===== src/rtl/hart_opstate_pkg.sv =====
package hart_opstate_pkg;

    localparam int PRIV_W  = 2;
    localparam int STATE_W = 2;

    typedef enum logic [STATE_W-1:0] {
        OP_RUN   = 2'd0,
        OP_SLEEP = 2'd1,
        OP_HALT  = 2'd2
    } op_state_e;

    localparam logic [PRIV_W-1:0] PRIV_U = 2'd0;
    localparam logic [PRIV_W-1:0] PRIV_S = 2'd1;
    localparam logic [PRIV_W-1:0] PRIV_M = 2'd3;

    typedef struct packed {
        op_state_e         st;
        logic [PRIV_W-1:0] priv;
        logic [PRIV_W-1:0] save;
        logic              illegal;
    } opstate_regs_t;

endpackage


===== src/rtl/wfi_gate.sv =====
module wfi_gate
    import hart_opstate_pkg::*;
(
    input  logic [PRIV_W-1:0] priv_i,
    input  logic              trap_wfi_i,
    output logic              permit_o
);

    // Machine level always may sleep; supervisor only without the trap bit.
    always_comb begin
        permit_o = 1'b0;
        if (priv_i == PRIV_M) begin
            permit_o = 1'b1;
        end else if (priv_i == PRIV_S) begin
            permit_o = !trap_wfi_i;
        end
    end

endmodule


===== src/rtl/halt_pend.sv =====
module halt_pend (
    input  logic clk,
    input  logic rst_n,
    input  logic set_i,
    input  logic clr_i,
    output logic pend_o
);

    logic pend_d;
    logic pend_q;

    always_comb begin
        pend_d = pend_q;
        if (clr_i) begin
            pend_d = 1'b0;
        end
        if (set_i) begin
            pend_d = 1'b1;
        end
    end

    always_ff @(posedge clk or negedge rst_n) begin
        if (!rst_n) begin
            pend_q <= 1'b0;
        end else begin
            pend_q <= pend_d;
        end
    end

    assign pend_o = pend_q;

endmodule


===== src/rtl/opstate_fsm.sv =====
module opstate_fsm
    import hart_opstate_pkg::*;
(
    input  logic              clk,
    input  logic              rst_n,
    input  logic              wfi_i,
    input  logic              wfi_ok_i,
    input  logic [PRIV_W-1:0] priv_i,
    input  logic              wake_i,
    input  logic              halt_req_i,
    input  logic              pend_i,
    input  logic              resume_i,
    output op_state_e         state_o,
    output logic [PRIV_W-1:0] priv_o,
    output logic              illegal_o,
    output logic              take_o,
    output logic              sleeping_o
);

    opstate_regs_t r_d;
    opstate_regs_t r_q;

    always_comb begin
        r_d         = r_q;
        r_d.illegal = 1'b0;
        take_o      = 1'b0;
        unique case (r_q.st)
            OP_RUN: begin
                r_d.priv = priv_i;
                if (halt_req_i || pend_i) begin
                    take_o   = 1'b1;
                    r_d.st   = OP_HALT;
                    r_d.save = priv_i;
                    r_d.priv = PRIV_M;
                end else if (wfi_i) begin
                    if (wfi_ok_i) begin
                        r_d.st = OP_SLEEP;
                    end else begin
                        r_d.illegal = 1'b1;
                    end
                end
            end
            OP_SLEEP: begin
                if (wake_i) begin
                    r_d.st = OP_RUN;
                end
            end
            OP_HALT: begin
                if (resume_i) begin
                    r_d.st   = OP_RUN;
                    r_d.priv = r_q.save;
                end
            end
            default: begin
                r_d.st = OP_RUN;
            end
        endcase
    end

    always_ff @(posedge clk or negedge rst_n) begin
        if (!rst_n) begin
            r_q.st      <= OP_RUN;
            r_q.priv    <= PRIV_M;
            r_q.save    <= PRIV_M;
            r_q.illegal <= 1'b0;
        end else begin
            r_q <= r_d;
        end
    end

    assign state_o    = r_q.st;
    assign priv_o     = r_q.priv;
    assign illegal_o  = r_q.illegal;
    assign sleeping_o = (r_q.st == OP_SLEEP);

    AST_SLEEP_NEEDS_LEGAL_WFI: assert property (@(posedge clk) disable iff (!rst_n)
        (r_q.st == OP_SLEEP && $past(r_q.st) != OP_SLEEP) |-> ($past(wfi_i) && $past(wfi_ok_i)));
    AST_NO_HALT_FROM_SLEEP: assert property (@(posedge clk) disable iff (!rst_n)
        ($past(r_q.st) == OP_SLEEP) |-> (r_q.st != OP_HALT));
    AST_ILLEGAL_HOLDS_STATE: assert property (@(posedge clk) disable iff (!rst_n)
        illegal_o |-> (r_q.st == $past(r_q.st)));
    AST_WAKE_KEEPS_PRIV: assert property (@(posedge clk) disable iff (!rst_n)
        (r_q.st == OP_RUN && $past(r_q.st) == OP_SLEEP) |-> (priv_o == $past(priv_o)));
    AST_HALT_AT_MACHINE: assert property (@(posedge clk) disable iff (!rst_n)
        (r_q.st == OP_HALT) |-> (priv_o == PRIV_M));

endmodule


===== src/rtl/hart_opstate_ctrl.sv =====
module hart_opstate_ctrl
    import hart_opstate_pkg::*;
(
    input  logic              clk,
    input  logic              rst_n,
    input  logic              wfi_retire_i,
    input  logic [PRIV_W-1:0] priv_i,
    input  logic              trap_wfi_i,
    input  logic              wake_i,
    input  logic              halt_req_i,
    input  logic              resume_i,
    output logic [STATE_W-1:0] state_o,
    output logic [PRIV_W-1:0] priv_o,
    output logic              clk_en_o,
    output logic              wfi_illegal_o
);

    logic      wfi_ok;
    logic      pend;
    logic      take;
    logic      sleeping;
    op_state_e st;

    wfi_gate u_gate (
        .priv_i     (priv_i),
        .trap_wfi_i (trap_wfi_i),
        .permit_o   (wfi_ok)
    );

    halt_pend u_pend (
        .clk    (clk),
        .rst_n  (rst_n),
        .set_i  (halt_req_i && sleeping),
        .clr_i  (take),
        .pend_o (pend)
    );

    opstate_fsm u_fsm (
        .clk        (clk),
        .rst_n      (rst_n),
        .wfi_i      (wfi_retire_i),
        .wfi_ok_i   (wfi_ok),
        .priv_i     (priv_i),
        .wake_i     (wake_i),
        .halt_req_i (halt_req_i),
        .pend_i     (pend),
        .resume_i   (resume_i),
        .state_o    (st),
        .priv_o     (priv_o),
        .illegal_o  (wfi_illegal_o),
        .take_o     (take),
        .sleeping_o (sleeping)
    );

    assign state_o  = st;
    assign clk_en_o = !sleeping;

    AST_PENDING_HALT_TAKEN: assert property (@(posedge clk) disable iff (!rst_n)
        (st == OP_RUN && $past(st) == OP_SLEEP && pend) |=> (st == OP_HALT));
    AST_CLKEN_ONLY_SLEEP: assert property (@(posedge clk) disable iff (!rst_n)
        (!clk_en_o) |-> (state_o == 2'd1));

endmodule


===== config.mk =====
export PLATFORM = sky130hd
export DESIGN_NAME = hart_opstate_ctrl
export DESIGN_NICKNAME = d
export VERILOG_FILES = /design/src/rtl/hart_opstate_pkg.sv /design/src/rtl/wfi_gate.sv /design/src/rtl/halt_pend.sv /design/src/rtl/opstate_fsm.sv /design/src/rtl/hart_opstate_ctrl.sv
export SDC_FILE = /design/constraint.sdc
export NUM_CORES = 1
export LEC_CHECK = 0
export ABC_AREA = 1
export BUFFER_PORTS_ARGS = -buffer_cell sky130_fd_sc_hd__buf_2
export CAP_MARGIN = 20
export CORE_AREA = 2 2 39 41
export DETAILED_ROUTE_END_ITERATION = 10
export DIE_AREA = 0 0 41 43
export GPL_TIMING_DRIVEN = 0
export PLACE_DENSITY = 0.64
export SYNTH_ARGS = -nofsm -noshare
export SYNTH_HDL_FRONTEND = slang
export SYNTH_HIERARCHICAL = 1
export SYNTH_SLANG_ARGS = --single-unit

===== constraint.sdc =====
create_clock -name clk -period 1.1 [get_ports clk]
set_clock_uncertainty 0.05 [all_clocks]
set_input_delay 0.11 -clock clk [delete_from_list [all_inputs] [get_ports clk]]
set_output_delay 0.11 -clock clk [all_outputs]
set_load 0.05 [all_outputs]

==> flow_summary.json, run 1 <==
{
  "start_kind": "flip-flop",
  "critPathMaxFanout": 4,
  "layout_commonest_cell": "nand2_1",
  "clkSlewWorstSetupHoldPaths_ns": 0.06,
  "antenna_cells": 0,
  "crit_path_cell_trace": "nor2_4 > inv_2 > buf_6",
  "finalPower_w": 0.00180,
  "final_layout_size_suffix_gt1_frac": 0.547,
  "io_buffer_count": 14,
  "tightest_slew_ns": 0.247,
  "initial_core_util": 0.346,
  "drt_iter0_markers": 6,
  "peakVddDrop_mv": 0.891,
  "p_per_area_nw_per_um2": 2490,
  "routed_wl_um": 935,
  "grt_pass1_wl_um": 1390,
  "slowest_stage": "dfrtp_2",
  "grt_pass1_vias": 367,
  "grtUsageTotal": 0.120,
  "area_growth_pct": 51.2,
  "num_vias": 432,
  "syn_area_per_cell_um2": 7.61,
  "synth_top_area_share": 0.219,
  "internal_power_w": 0.00103,
  "finalSetupViolations": 5,
  "ant_nets": 0,
  "synth_seq_cells": 8,
  "cts_max_path_buffers": 2,
  "violations": "setup timing",
  "cp.arrival_ns": 1.03,
  "first_pass_iters": 4,
  "htree_levels": 1,
  "path_class": "flip-flop to output port",
  "netSwitchingPower_w": 0.000768,
  "clock-sinks": 8,
  "wl_per_cell_um": 9.17,
  "worst_ep_required_time_ns": 0.94,
  "yosys-top-cells-area": "dfstp_2, dfrtp_1, nand2_1",
  "dieArea_um2": 1760,
  "cp_slowest_stage_delay_ns": 0.45,
  "core.rowCount": 14,
  "crit_family": "flip-flops",
  "hold_ws_ns": 0.0608,
  "die_height_um": 43,
  "nNetsFinal": 96,
  "cp-end-kind": "output port",
  "drv_slew": 0,
  "crit_buf_inv": 2,
  "synth_nets": 72,
  "coreArea_um2": 1380,
  "rsz0062_at_grt": "yes",
  "synth_area_leader_cell": "dfstp_2",
  "boundaryPins": 15,
  "whs_path_depth": 3,
  "fmax_mhz": 839,
  "die_x_um": 41,
  "cap_violations": 0,
  "clk_latency_ns": 0.25,
  "fin_util": 0.524,
  "combPwrFrac": 0.561,
  "p_leak_nw": 0.405,
  "antenna_found_initial": 0,
  "routed_via_density": 4.24,
  "hold_class": "primary input to flip-flop",
  "yosys_warnings": 6,
  "cts_tree": "done",
  "switching_share": 0.426,
  "path_depth": 3,
  "yosysSeqAreaShare": 0.428,
  "most-common-layout-cells": "nand2_1, inv_1, buf_2",
  "grt_max_degree": 9,
  "seq_power_share": 0.307,
  "dp_hpwl_um": 684,
  "period_share": 1.08,
  "fillerInstances": 129,
  "rr_worst_depth": 9,
  "fin_crit_ns": 1.19,
  "clockPowerShare": 0.132,
  "ys_types": 16,
  "place.gp.congestion": 0.776,
  "cts-root-buf": "clkbuf_4",
  "setup_ws_ns": -0.0922,
  "drc": 0,
  "finalHoldViolCount": 0,
  "grt-ovfl-total": 0,
  "syn_area_um2": 479,
  "max-slew-margin-rel": 0.837,
  "synth_cells": 63,
  "status": "finished, violations left",
  "cts_made_buffers": 3
}
==> state kept, by name, indices dropped and copies added (netlist names) <==
register,cells
u_fsm/illegal_o,1
u_fsm/priv_o,2
u_fsm/r_q,2
u_fsm/state_o,2
u_pend/pend_o,1
==> routing by layer <==
| metal | vias up | wire (um) | track usage |
|---|---|---|---|
| met3 | 0 | 43 | 0.0314 |
| met4 | 0 | 0 | 0.0600 |
| li1 | 228 | - | - |
| met2 | 14 | 473 | 0.184 |
| met5 | - | 0 | 0 |
| met1 | 190 | 418 | 0.148 |
==> final cells by class <==
class,instances,area [um2],area share
Buffer,2,18.8,0.0259
Clock buffer,4,26.3,0.0363
Inverter,17,63.8,0.0881
Multi-Input combinational cell,34,214,0.295
Sequential cell,8,206,0.285
Tap cell,16,20.0,0.0276
Timing Repair Buffer,21,175,0.242
==> timing repair <==
action / in CTS / in global routing
endpoints found under the hold margin: 8 / 0
pin swaps: 1 / 5
setup buffers: 3 / 3
resized for setup: 15 / 14
hold buffers: 1 / 0
setup endpoints to repair: 6 / 8
==> per-stage QoR <==
step	cell area, um2	TNS, ns	worst slack (ns)	std cells
floorplan	479	0	0.0675	63
global placement	569	0	0.0250	93
detailed placement	569	0	0.0105	93
CTS	659	-0.179	-0.102	99
global route	724	-0.618	-0.131	102
finish	724	-0.197	-0.0922	102
==> synth_stat cells (all sizes together) <==
cell type  instances
inv               17
dfstp              4
nand3b             1
buf                4
nand3              3
nor2               6
nand4              1
a21oi              1
nand2             18
o21ai              3
dfrtp              4
and3b              1
==> cells by family after synthesis <==
group,after synthesis,synth area share
AO/OA/AOI/OAI,4,0.0731
AND/OR/NAND/NOR,30,0.303
flip-flops,8,0.428
buffers and inverters,21,0.196
==> tightest hold or removal path, delay by kind of cell <==
kind / cells / cell delay [ns]
AO/OA/AOI/OAI: 1 / 0.07
buffers and inverters: 2 / 0.17
==> path summary, 6_finish.rpt <==
kind,from,endpoint,slack (ns)
min,priv_i[0],u_fsm/r_q[1],0.06
min in group asynchronous,rst_n,u_fsm/state_o[0],0.18
max,u_fsm/state_o[1],clk_en_o,-0.09
max reg2reg,u_fsm/state_o[0],u_pend/pend_o,-0.07
min reg2reg,u_fsm/r_q[1],u_fsm/r_q[1],0.42
max in group asynchronous,rst_n,u_fsm/r_q[2],0.57
==> power by group through the flow <==
stage / clock (W) / sequential [W] / combinational (W)
final: 0.000238 / 0.000553 / 0.00101
after global routing: 0.000269 / 0.000570 / 0.00109
after CTS: 0.000248 / 0.000547 / 0.000862
after detailed placement: 0 / 0.000529 / 0.000749
after global placement: 0 / 0.000522 / 0.000739
after floorplan: 0 / 0.000522 / 0.000614
No activity file was read; power rests on OpenSTA's default activity.
==> inputs of run 2 (changes only) <==
PLACE_DENSITY = not set   (was 0.64)
PLACE_DENSITY_LB_ADDON = 0.08   (was not set)
==> run 2 against run 1 <==
First-iteration DRC count shrank 33%. Clock-buffer cell count shrank 1. Critical endpoint unchanged. The run still ends with setup timing left. Critical path depth is the same.
==> flow_summary.json, run 2 (same netlist as run 1, synthesis figures left out) <==
{
  "violations": "setup timing",
  "rr_worst_depth": 9,
  "period_share": 1.08,
  "clkSlewWorstSetupHoldPaths_ns": 0.05,
  "placed_cell_area_um2": 569,
  "drt-met1-wl_um": 460,
  "grt-ovfl-total": 0,
  "tightest_slew_ns": 0.245,
  "coreArea_um2": 1380,
  "fmax_mhz": 843,
  "cts-root-buf": "clkbuf_4",
  "fillerInstances": 145,
  "routed_via_density": 4.07,
  "clock-sinks": 8,
  "start_kind": "flip-flop",
  "dieArea_um2": 1760,
  "ant_nets": 0,
  "clk_latency_ns": 0.25,
  "final_layout_size_suffix_gt1_frac": 0.470,
  "critPathLaunch": "u_fsm/state_o[1]",
  "critPathMaxFanout": 4,
  "dp_hpwl_um": 683,
  "dpl.cell_count": 93,
  "drt_iter0_markers": 4,
  "place.gp.congestion": 0.727,
  "die_height_um": 43,
  "nNetsFinal": 94,
  "fin_crit_ns": 1.19,
  "crit_end": "clk_en_o",
  "grt_pass1_vias": 425,
  "grtUsageTotal": 0.146,
  "first_pass_iters": 3,
  "drv_slew": 0,
  "post-route-cell-area_um2": 668,
  "wl_per_cell_um": 9.52,
  "status": "finished, violations left",
  "grt_max_degree": 9,
  "cp-end-kind": "output port",
  "grt_pass1_wl_um": 1700,
  "wl_met3_um": 50,
  "area_growth_pct": 39.4,
  "cts_max_path_buffers": 2,
  "die_x_um": 41,
  "p_leak_nw": 0.386,
  "worst_ep_required_time_ns": 0.94,
  "cap_violations": 0,
  "layout_commonest_cell": "nand2_1",
  "cp.arrival_ns": 1.03,
  "highest_layer": "met4",
  "stdcell_count": 99,
  "io_buffer_count": 14,
  "peakVddDrop_mv": 0.802,
  "p_per_area_nw_per_um2": 2470,
  "finalHoldViolCount": 0,
  "slowest_stage": "dfrtp_2",
  "antenna_cells": 0,
  "cts_tree": "done",
  "dr_wl_met2_um": 421,
  "cp_slowest_stage_delay_ns": 0.44,
  "fin_util": 0.483,
  "num_vias": 403,
  "boundaryPins": 15,
  "htree_levels": 1,
  "setup_ws_ns": -0.0859,
  "hp-start": "priv_i[1]",
  "r2r_slack_ns": -0.03,
  "core.rowCount": 14,
  "most-common-layout-cells": "nand2_1, inv_1, buf_2",
  "finalSetupViolations": 5,
  "antenna_found_initial": 0,
  "reg2reg_to": "u_pend/pend_o",
  "initial_core_util": 0.346,
  "routed_wl_um": 942,
  "max-slew-margin-rel": 0.838,
  "rr_startpoint": "u_fsm/state_o[0]",
  "rsz0062_at_grt": "yes",
  "path_class": "flip-flop to output port",
  "drc": 0,
  "crit_path_cell_trace": "nor2_4 > inv_2 > buf_6",
  "hold_class": "primary input to flip-flop",
  "cts_made_buffers": 3
}
[run 2: final cells by class]
| cell class | instances | area [um2] | area share |
|---|---|---|---|
| sequential | 8 | 206 | 0.309 |
| multi-input combinational | 34 | 188 | 0.281 |
| timing repair buffer | 19 | 153 | 0.228 |
| inverter | 17 | 63.8 | 0.0955 |
| clock buffer | 3 | 22.5 | 0.0337 |
| tap | 16 | 20.0 | 0.0300 |
| buffer | 2 | 15.0 | 0.0225 |
[run 2: per-stage QoR]
stage	TNS [ns]	worst slack [ns]	total power, W	hold WS, ns
after CTS	-0.230	-0.0692	0.00165	0.0316
after global routing	-0.609	-0.137	0.00177	0.0496
after global placement	0	0.00186	0.00127	-0.0850
after detailed placement	-0.0109	-0.0109	0.00128	-0.0824
final	-0.175	-0.0859	0.00165	0.0536
after floorplan	0	0.0675	0.00114	-0.236
[run 2: timing repair]
item,CTS,global route
hold buffers,1,0
resized for setup,16,2
pin swaps,1,1
hold endpoints to repair,8,0
setup buffers,3,1
endpoints found under the setup margin,6,10
[run 2: how the worst min path moves through the flow]
stage / slack (ns) / to / cells past startpoint
final: 0.05 / u_fsm/r_q[2] / 3
after floorplan: -0.24 / u_fsm/illegal_o / 0
after detailed placement: -0.08 / u_fsm/state_o[0] / 1
after global routing: 0.05 / u_fsm/r_q[1] / 3
after global placement: -0.08 / u_fsm/state_o[1] / 1
after CTS: 0.03 / u_fsm/r_q[1] / 3
[run 2: worst max-delay path, delay by kind of cell (launching register included)]
family                 cells  cell delay, ns
and+or+nand+nor            1            0.15
buffers and inverters      2            0.18
DFF                        1            0.44
[run 2: layer usage]
metal,vias up,global-route usage
met5,-,0
met4,0,0.100
met3,2,0.0314
met2,11,0.203
met1,168,0.191
li1,222,-
[run 2: where the power goes]
group          switching (W)  internal, W  total [W]
logic               0.000526     0.000356   0.000881
registers          0.0000876     0.000456   0.000543
clock network       0.000103     0.000125   0.000229
